File: config.mk
export PLATFORM = sky130hd
export DESIGN_NAME = sram_bridge
export DESIGN_NICKNAME = d
export VERILOG_FILES = /design/src/rtl/sram_bridge_pkg.sv /design/src/rtl/sram_strobe_timer.sv /design/src/rtl/sram_lane_gate.sv /design/src/rtl/sram_bridge.sv
export SDC_FILE = /design/constraint.sdc
export NUM_CORES = 1
export LEC_CHECK = 0
export CORE_MARGIN = 1
export CORE_UTILIZATION = 30
export CTS_BUF_LIST = sky130_fd_sc_hd__clkbuf_8
export DETAILED_ROUTE_END_ITERATION = 16
export PLACE_DENSITY = 0.69
export SLEW_MARGIN = 30
export SYNTH_ARGS = -nofsm -noshare
export SYNTH_HDL_FRONTEND = slang
export SYNTH_HIERARCHICAL = 1
export SYNTH_SLANG_ARGS = --single-unit
File: constraint.sdc
create_clock -name clk -period 1.7 [get_ports clk]
set_input_delay 0.17 -clock clk [delete_from_list [all_inputs] [get_ports clk]]
set_output_delay 0.17 -clock clk [all_outputs]
set_load 0.05 [all_outputs]
File: src/rtl/sram_bridge_pkg.sv
package sram_bridge_pkg;

    typedef enum logic [2:0] {
        ST_IDLE   = 3'd0,
        ST_SETUP  = 3'd1,
        ST_STROBE = 3'd2,
        ST_HOLD   = 3'd3,
        ST_DONE   = 3'd4
    } bridge_state_t;

    // Smallest whole number of clock periods covering the required time.
    function automatic int unsigned wait_cycles(input int unsigned t_need_ps,
                                                input int unsigned t_clk_ps);
        int unsigned n;
        n = (t_need_ps + t_clk_ps - 1) / t_clk_ps;
        if (n == 0) n = 1;
        return n;
    endfunction

endpackage

File: src/rtl/sram_strobe_timer.sv
module sram_strobe_timer #(
    parameter int unsigned WAIT_CYC = 3
) (
    input  logic clk,
    input  logic rst_n,
    input  logic run,
    output logic last
);
    localparam int unsigned CW = (WAIT_CYC > 1) ? $clog2(WAIT_CYC) : 1;
    localparam logic [CW-1:0] LAST_V = CW'(WAIT_CYC - 1);

    logic [CW-1:0] cnt_q;

    always_ff @(posedge clk or negedge rst_n) begin
        if (!rst_n)                    cnt_q <= '0;
        else if (!run)                 cnt_q <= '0;
        else if (cnt_q != LAST_V)      cnt_q <= cnt_q + 1'b1;
    end

    assign last = run && (cnt_q == LAST_V);

    // Counter stays idle outside the strobe phase
    p_timer_idle_r4: assert property (@(posedge clk) disable iff (!rst_n)
        !run |=> (cnt_q == '0));
    // Counter never runs past its terminal value
    p_timer_range_r4: assert property (@(posedge clk) disable iff (!rst_n)
        cnt_q <= LAST_V);
endmodule

File: src/rtl/sram_lane_gate.sv
module sram_lane_gate #(
    parameter int unsigned LANES  = 2,
    parameter int unsigned LANE_W = 8
) (
    input  logic                      clk,
    input  logic                      rst_n,
    input  logic                      clear,
    input  logic                      capture,
    input  logic [LANES-1:0]          mask,
    input  logic [LANES*LANE_W-1:0]   din,
    output logic [LANES*LANE_W-1:0]   dout
);
    for (genvar g = 0; g < LANES; g++) begin : g_lane
        logic [LANE_W-1:0] lane_q;
        always_ff @(posedge clk or negedge rst_n) begin
            if (!rst_n)       lane_q <= '0;
            else if (clear)   lane_q <= '0;
            else if (capture) lane_q <= mask[g] ? din[g*LANE_W +: LANE_W] : '0;
        end
        assign dout[g*LANE_W +: LANE_W] = lane_q;

        // Unselected lane holds zero after a capture
        p_lane_zero_r6: assert property (@(posedge clk) disable iff (!rst_n)
            (capture && !clear && !mask[g]) |=> (lane_q == '0));
    end
endmodule

File: src/rtl/sram_bridge.sv
module sram_bridge
    import sram_bridge_pkg::*;
#(
    parameter int unsigned ADDR_W     = 16,
    parameter int unsigned LANE_W     = 8,
    parameter int unsigned LANES      = 2,
    parameter int unsigned CLK_PS     = 20000,
    parameter int unsigned T_ACCESS_PS = 45000
) (
    input  logic                     clk,
    input  logic                     rst_n,
    input  logic                     req_valid,
    output logic                     req_ready,
    input  logic                     req_write,
    input  logic [ADDR_W-1:0]        req_addr,
    input  logic [LANES*LANE_W-1:0]  req_wdata,
    input  logic [LANES-1:0]         req_mask,
    output logic                     rsp_done,
    output logic [LANES*LANE_W-1:0]  rsp_rdata,
    output logic [ADDR_W-1:0]        sram_addr,
    output logic                     sram_ce_n,
    output logic                     sram_oe_n,
    output logic                     sram_we_n,
    output logic [LANES-1:0]         sram_be_n,
    output logic [LANES*LANE_W-1:0]  sram_dq_out,
    output logic                     sram_dq_oe,
    input  logic [LANES*LANE_W-1:0]  sram_dq_in
);
    localparam int unsigned DATA_W   = LANES * LANE_W;
    localparam int unsigned WAIT_CYC = wait_cycles(T_ACCESS_PS, CLK_PS);

    bridge_state_t       state_q, state_d;
    logic [ADDR_W-1:0]   addr_q;
    logic [DATA_W-1:0]   wdata_q;
    logic [LANES-1:0]    mask_q;
    logic                write_q;
    logic                accept;
    logic                strobe_last;
    logic                capture;

    assign accept = req_valid && (state_q == ST_IDLE);

    // Request latch
    always_ff @(posedge clk or negedge rst_n) begin
        if (!rst_n) begin
            addr_q  <= '0;
            wdata_q <= '0;
            mask_q  <= '0;
            write_q <= 1'b0;
        end else if (accept) begin
            addr_q  <= req_addr;
            wdata_q <= req_wdata;
            mask_q  <= req_mask;
            write_q <= req_write;
        end
    end

    // State register
    always_ff @(posedge clk or negedge rst_n) begin
        if (!rst_n) state_q <= ST_IDLE;
        else        state_q <= state_d;
    end

    // Next state
    always_comb begin
        state_d = state_q;
        unique case (state_q)
            ST_IDLE: begin
                if (accept) state_d = (req_mask == '0) ? ST_DONE : ST_SETUP;
            end
            ST_SETUP:  state_d = ST_STROBE;
            ST_STROBE: if (strobe_last) state_d = ST_HOLD;
            ST_HOLD:   state_d = ST_DONE;
            ST_DONE:   state_d = ST_IDLE;
            default:   state_d = ST_IDLE;
        endcase
    end

    // Outputs
    always_comb begin
        req_ready  = 1'b0;
        rsp_done   = 1'b0;
        sram_ce_n  = 1'b1;
        sram_oe_n  = 1'b1;
        sram_we_n  = 1'b1;
        sram_be_n  = '1;
        sram_dq_oe = 1'b0;
        unique case (state_q)
            ST_IDLE: req_ready = 1'b1;
            ST_SETUP: begin
                sram_ce_n  = 1'b0;
                sram_be_n  = ~mask_q;
                sram_dq_oe = write_q;
            end
            ST_STROBE: begin
                sram_ce_n  = 1'b0;
                sram_be_n  = ~mask_q;
                sram_we_n  = ~write_q;
                sram_oe_n  = write_q;
                sram_dq_oe = write_q;
            end
            ST_HOLD: begin
                sram_ce_n  = 1'b0;
                sram_be_n  = ~mask_q;
                sram_dq_oe = write_q;
            end
            ST_DONE: rsp_done = 1'b1;
            default: ;
        endcase
    end

    assign sram_addr   = addr_q;
    assign sram_dq_out = wdata_q;

    sram_strobe_timer #(.WAIT_CYC(WAIT_CYC)) u_timer (
        .clk   (clk),
        .rst_n (rst_n),
        .run   (state_q == ST_STROBE),
        .last  (strobe_last)
    );

    assign capture = strobe_last && !write_q;

    sram_lane_gate #(.LANES(LANES), .LANE_W(LANE_W)) u_gate (
        .clk     (clk),
        .rst_n   (rst_n),
        .clear   (accept),
        .capture (capture),
        .mask    (mask_q),
        .din     (sram_dq_in),
        .dout    (rsp_rdata)
    );

    // Never drive the bus while the RAM may drive it
    p_no_contention_r9: assert property (@(posedge clk) disable iff (!rst_n)
        sram_dq_oe |-> sram_oe_n);
    // Write strobe only with data on the bus and the device selected
    p_we_with_data_r9: assert property (@(posedge clk) disable iff (!rst_n)
        !sram_we_n |-> (sram_dq_oe && !sram_ce_n));
    // Write strobe falls only after a cycle of set-up
    p_we_setup_r3: assert property (@(posedge clk) disable iff (!rst_n)
        $fell(sram_we_n) |-> ($past(sram_dq_oe) && !$past(sram_ce_n) && $stable(sram_addr)));
    // Data and address held one cycle after write strobe rises
    p_we_hold_r3: assert property (@(posedge clk) disable iff (!rst_n)
        $rose(sram_we_n) |-> (sram_dq_oe && !sram_ce_n && $stable(sram_dq_out) && $stable(sram_addr)));
    // Done is a single-cycle pulse with the device deselected
    p_done_pulse_r7: assert property (@(posedge clk) disable iff (!rst_n)
        rsp_done |-> (sram_ce_n && &sram_be_n) ##1 (!rsp_done && req_ready));
    // Ready only while idle, never together with done
    p_ready_idle_r2: assert property (@(posedge clk) disable iff (!rst_n)
        req_ready |-> (sram_ce_n && !rsp_done));
    // Chip enable never pulled low for an empty mask
    p_empty_mask_r8: assert property (@(posedge clk) disable iff (!rst_n)
        (req_valid && req_ready && req_mask == '0) |=> (rsp_done && sram_ce_n));
endmodule

# Yosys cells after proc, flatten, opt, wreduce, memory -nomap -nowiden
# Index checks and enable logic that the tools add are counted.
[classes]
n_eq_ne = 9
mux = 19
n_bitwise = 2
n_addsub = 1
n_reduce_logical = 9
[op_table]
columns = ["op", "count"]
rows = [
  ["8-bit 2-to-1 mux", 6],
  ["3-bit one-hot mux with 4 select lines", 1],
  ["3-bit 2-to-1 mux", 3],
  ["2-bit != test (second input constant)", 4],
  ["3-bit by 2-bit == test with 1-bit output (second input constant)", 2],
  ["1-bit 2-to-1 mux", 6],
  ["2-bit 2-to-1 mux", 3],
  ["3-bit by 1-bit == test with 1-bit output (second input constant)", 1],
  ["3-bit == test (second input constant)", 1],
  ["1-bit logical AND", 3],
  ["3-bit zero test", 1],
  ["3-bit OR reduction", 1],
  ["2-bit by 1-bit adder with 2-bit output (second input constant)", 1],
  ["2-bit == test (second input constant)", 1],
  ["2-bit zero test", 1],
  ["2-bit NOT", 1],
  ["2-bit AND reduction", 1],
  ["2-bit nonzero test", 1],
  ["1-bit zero test", 1],
  ["1-bit NOT", 1],
]
[word_totals]
in_bits = 54
regBits = 56
output_inout_bits = 56
elab_cells = 48

# Longest topological paths before layout
# Gate-level depths: netlist of the first run.
[logic_depth]
depth_word = 5
mapped_depth = 8
ltp_nobuf = 6

# By module
# The synthesis of the first run kept the hierarchy.
[modules_own_cells]
columns = ["module", "area_per_inst_um2", "instances", "cells_each"]
rows = [
  ["sram_bridge", 1660.3, 1, 102],
  ["sram_lane_gate", 654.4, 1, 42],
  ["sram_strobe_timer", 110.1, 1, 10],
]

# Worst setup path before layout of the first run
# Ideal clock, no wire load.
[synth_path]
kind = "register to output"
start = "register state_q[1]"
end = "output req_ready"
required_time_ns = 1.530
stages_incl_launch_ff = 3
path_buffers = 1
t_arrival_ns = 1.562
slack_ns = -0.032
cell_sequence = "dfrtp_1 -> buf_6 -> nor3_1"
[synth_between]
elab_chain_len = 2
[synth_rtl]
columns = ["item", "line", "rtl"]
rows = [
  ["start, declared", "sram_bridge.sv:32", "bridge_state_t state_q, state_d;"],
  ["start signal, assigned", "sram_bridge.sv:61", "else state_q <= state_d;"],
  ["3-bit zero test", "sram_bridge.sv:88", "unique case (state_q)"],
  ["1-bit 2-to-1 mux", "sram_bridge.sv:88", ""],
  ["end, declared", "sram_bridge.sv:13", "output logic req_ready,"],
]
# Every way passes these cells.

# Worst setup path after layout of the first run
[layout_path]
start = "register state_q[2]"
end = "register u_gate.g_lane[0].lane_q[4]"
[layout_between]
elab_chain_len = 4
[layout_rtl]
columns = ["item", "line", "rtl"]
rows = [
  ["3-bit by 2-bit == test with 1-bit output", "sram_bridge.sv:118", ".run (state_q == ST_STROBE),"],
  ["1-bit logical AND", "sram_strobe_timer.sv:20", "assign last = run && (cnt_q == LAST_V);"],
  ["1-bit logical AND", "sram_bridge.sv:122", "assign capture = strobe_last && !write_q;"],
  ["2-bit nonzero test (no source line)", "n/a", ""],
  ["end signal, assigned", "sram_lane_gate.sv:18", "else if (capture) lane_q <= mask[g] ? din[g*LANE_W +: LANE_W] : '0;"],
  ["end, declared", "sram_lane_gate.sv:14", "logic [LANE_W-1:0] lane_q;"],
]
# Several ways; a longest one is shown, not always the timed one.
# A chain may end at the register's enable or synchronous reset.

==> out/qor.yml, run 1 <==
timing:
  rsz0062_at_grt: "true"
  relSlewSlack_pct: 57.4
  period_share_pct: 98.1
  min_period_ps: 1670
  slew_violations: 0
  skew_ps: 5.38
  fmax_ghz: 0.600
  setup_viol: 0
  finalHoldViolations: 0
  worst_slew_pin_slew_ps: 639
routing:
  viasPerCell: 4.47
  wl_um: 5470
  drtIter0Drc: 22
  vias: 1720
  dr.pass1.iters: 4
  wl_per_cell_um: 14.2
  ant_nets: 0
  drc: 0
worst_setup_path:
  cp-end-kind: "register"
  r2r-start: "state_q[2]$_DFFE_PN0P_"
  worstPathMaxFanout: 15
  critPathRequiredTime_ps: 1900
  rrSetupSlack_ps: 30
  worstPathArrival_ps: 1860
  rr_worst_depth: 7
  r2r_end: "u_gate/g_lane[0].lane_q[4]$_DFFE_PN0P_"
  setup.worst_path.class: "reg -> reg"
  start_kind: "register"
cts:
  cts_max_path_buffers: 2
  cts_root_buffer: "clkbuf_8"
  cts-buffers-inserted: 5
  cts_tree: "built"
  clkSinkCount: 56
  htreeDepth: 2
  insertion_delay_ps: 300
  clk_pin_slew_ps: 90
global_route:
  track_usage_pct: 13.1
  grt_max_degree: 30
  grt_pass1_wl_um: 8640
  antenna_found_initial: 0
  grt_pass1_vias: 1727
  grt-ovfl-total: 0
power_and_ir_drop:
  pwr-share-seq_pct: 26.9
  sw_frac_of_total_pct: 43.3
  p_int_mw: 4.56
  cellLeakagePower_nw: 1.90
  clockPowerShare_pct: 11.5
  power_frac_comb_pct: 61.6
  powerDensity_mw_per_mm2: 2000
  netSwitchingPower_mw: 3.48
  ir_worst_vdd_mv: 0.998
  total_power_mw: 8.04
synth:
  synth_seq_cells: 56
  ys.warnings.count: 6
  synth_cells: 154
  syn_area_per_cell_um2: 15.7
  ys_seq_area_share_pct: 57.8
  syn_area_mm2: 0.00242
  synth.area.top_cells: "dfrtp_1 58%, mux2_4 17%, a32o_2 3.7%"
  synth_top_cell_area_share_pct: 57.8
  synth_fp_nets: 209
  ys_types: 26
  yosysTopAreaCell: "dfrtp_1"
floorplanning:
  die_h_um: 91.9
  ios: 110
  coreArea_mm2: 0.00777
  start_util_pct: 31.2
  die_width_um: 91.9
  die_area_mm2: 0.00845
  rows: 32
layout:
  area_delta_synth_final_pct: 65.7
  final_cell_area_mm2: 0.00402
  nets: 337
  drive_gt1_share_pct: 34.6
  final_cell_mix: "85 x clkdlybuf4s50_1, 55 x dfrtp_1, 28 x mux2_4"
  antennaDiodeCount: 0
  final_common_cell: "clkdlybuf4s50_1"
  finalCoreUtilization_pct: 51.7
placement:
  port_buffers: 109
  placed_area_mm2: 0.00372
  hpwl_um: 3930
  gp_congestion: 0.683
worst_hold_path:
  hp-class: "in -> async"
flow_run:
  cap_violations: 0
run_status:
  status: "finished, final reports clean"
what timing repair did:
action                                  CTS  global route
setup buffers                             7             3
endpoints found under the hold margin    28             0
cloned                                    0             1
hold buffers                              1             0
resized for setup                         4            16
pin swaps                                 1             0
endpoints found under the setup margin   16            30
cell families after synthesis:
kind of cell | share of synthesized area (%)
buffers and inverters | 5.73
AND/OR/NAND/NOR | 6.76
XOR/XNOR | 0.723
adder cells (fa/ha/maj) | 0.516
AO/OA/AOI/OAI | 7.89
flip-flops | 57.8
multiplexers | 20.6
Yosys cell counts:
cell type and number:
and2_1 4, a32o_1 7, mux2_2 7, or2_1 1, mux2_4 28, nor3_1 1
a21oi_1 1, ha_1 1, nand2_1 7, o21ai_0 3, xnor2_1 2, buf_4 2
and2_2 2, buf_12 3, nand2b_1 2, dfrtp_1 56, a21boi_2 1, nor2_4 1
nor2_1 5, buf_6 5, nand3_1 1, nor2b_2 2, nor4b_2 1, nor2b_1 1
inv_1 2, a32o_2 8
routing by layer:
layer / share of wire (%) / track usage, % / up-vias
li1: - / - / 807
met1: 42 / 16.2 / 835
met2: 49 / 22.0 / 72
met3: 7.7 / 4.39 / 6
met4: 0.88 / 3.13 / 0
met5: 0 / 0 / -
per-stage QoR:
stage	TNS, ps	hold slack (ps)	instances	setup slack [ps]
global route	-92.5	453	385	-17.6
detailed placement	-514	234	366	-53.8
floorplan	0	-126	154	30.4
CTS	0	427	382	7.02
global placement	-97.0	235	366	-14.9
finish	0	417	385	32.8
critical path, cell delays in order (launching register included):
cell	delay, ps
dfrtp_1	430
buf_6	140
nor4b_4	270
buf_6	190
buf_12	130
nor2_4	40
buf_12	130
a32o_2	210
flip-flops by register name, summed over array words and instances (netlist names):
signal / flops
u_timer/cnt_q: 2
write_q: 1
mask_q: 2
u_gate/g_lane.lane_q: 16
sram_dq_out: 16
sram_addr: 16
state_q: 3
worst max-delay path by stage:
stage                              from                                endpoint  slack, ps  cells after the start
2_1_floorplan    state_q[0]$_DFFE_PN0P_  u_gate/g_lane[0].lane_q[0]$_DFFE_PN0P_         30                      7
3_3_place_gp                  req_valid  u_gate/g_lane[1].lane_q[6]$_DFFE_PN0P_        -10                      6
3_5_place_dp                  req_valid  u_gate/g_lane[1].lane_q[3]$_DFFE_PN0P_        -50                      6
4_1_cts        sram_addr[5]$_DFFE_PN0P_                            sram_addr[5]          7                      1
5_1_grt          state_q[2]$_DFFE_PN0P_  u_gate/g_lane[0].lane_q[3]$_DFFE_PN0P_        -20                      7
6_report         state_q[2]$_DFFE_PN0P_  u_gate/g_lane[0].lane_q[4]$_DFFE_PN0P_         30                      7
area by class of cell:
class,count,area (um^2)
Fill cell,680,3750
Timing Repair Buffer,131,1440
Sequential cell,56,1400
Multi-Input combinational cell,86,915
Tap cell,102,128
Clock buffer,7,96.3
Clock inverter,1,30.0
Inverter,2,7.51
power by group through the flow:
| stage | Sequential, mW | Clock [mW] | Combinational (mW) |
|---|---|---|---|
| 2_1_floorplan | 3.58 | 0 | 1.78 |
| 3_3_place_gp | 2.17 | 0 | 4.75 |
| 4_1_cts | 2.17 | 0.973 | 4.91 |
| 3_5_place_dp | 2.17 | 0 | 4.81 |
| 5_1_grt | 2.23 | 1.02 | 5.14 |
| 6_report | 2.16 | 0.927 | 4.95 |
No activity file was read; power rests on OpenSTA's default activity.
==> run 2, diff against run 1 <==
--- a/config.mk
+++ b/config.mk
@@ -8,9 +8,10 @@
 export CORE_MARGIN = 1
 export CORE_UTILIZATION = 30
 export CTS_BUF_LIST = sky130_fd_sc_hd__clkbuf_8
+export CTS_CLUSTER_SIZE = 8
 export DETAILED_ROUTE_END_ITERATION = 16
 export PLACE_DENSITY = 0.69
-export SLEW_MARGIN = 30
+export SLEW_MARGIN = 40
 export SYNTH_ARGS = -nofsm -noshare
 export SYNTH_HDL_FRONTEND = slang
 export SYNTH_HIERARCHICAL = 1
==> results of run 2 <==
Same layout as run 1: the final DEF is identical, and so are final timing and power.
==> run 3, diff against run 2 <==
--- a/config.mk
+++ b/config.mk
@@ -5,6 +5,7 @@
 export SDC_FILE = /design/constraint.sdc
 export NUM_CORES = 1
 export LEC_CHECK = 0
+export CAP_MARGIN = 20
 export CORE_MARGIN = 1
 export CORE_UTILIZATION = 30
 export CTS_BUF_LIST = sky130_fd_sc_hd__clkbuf_8
==> results of run 3 <==
Same layout as run 1: the final DEF is identical, and so are final timing and power.
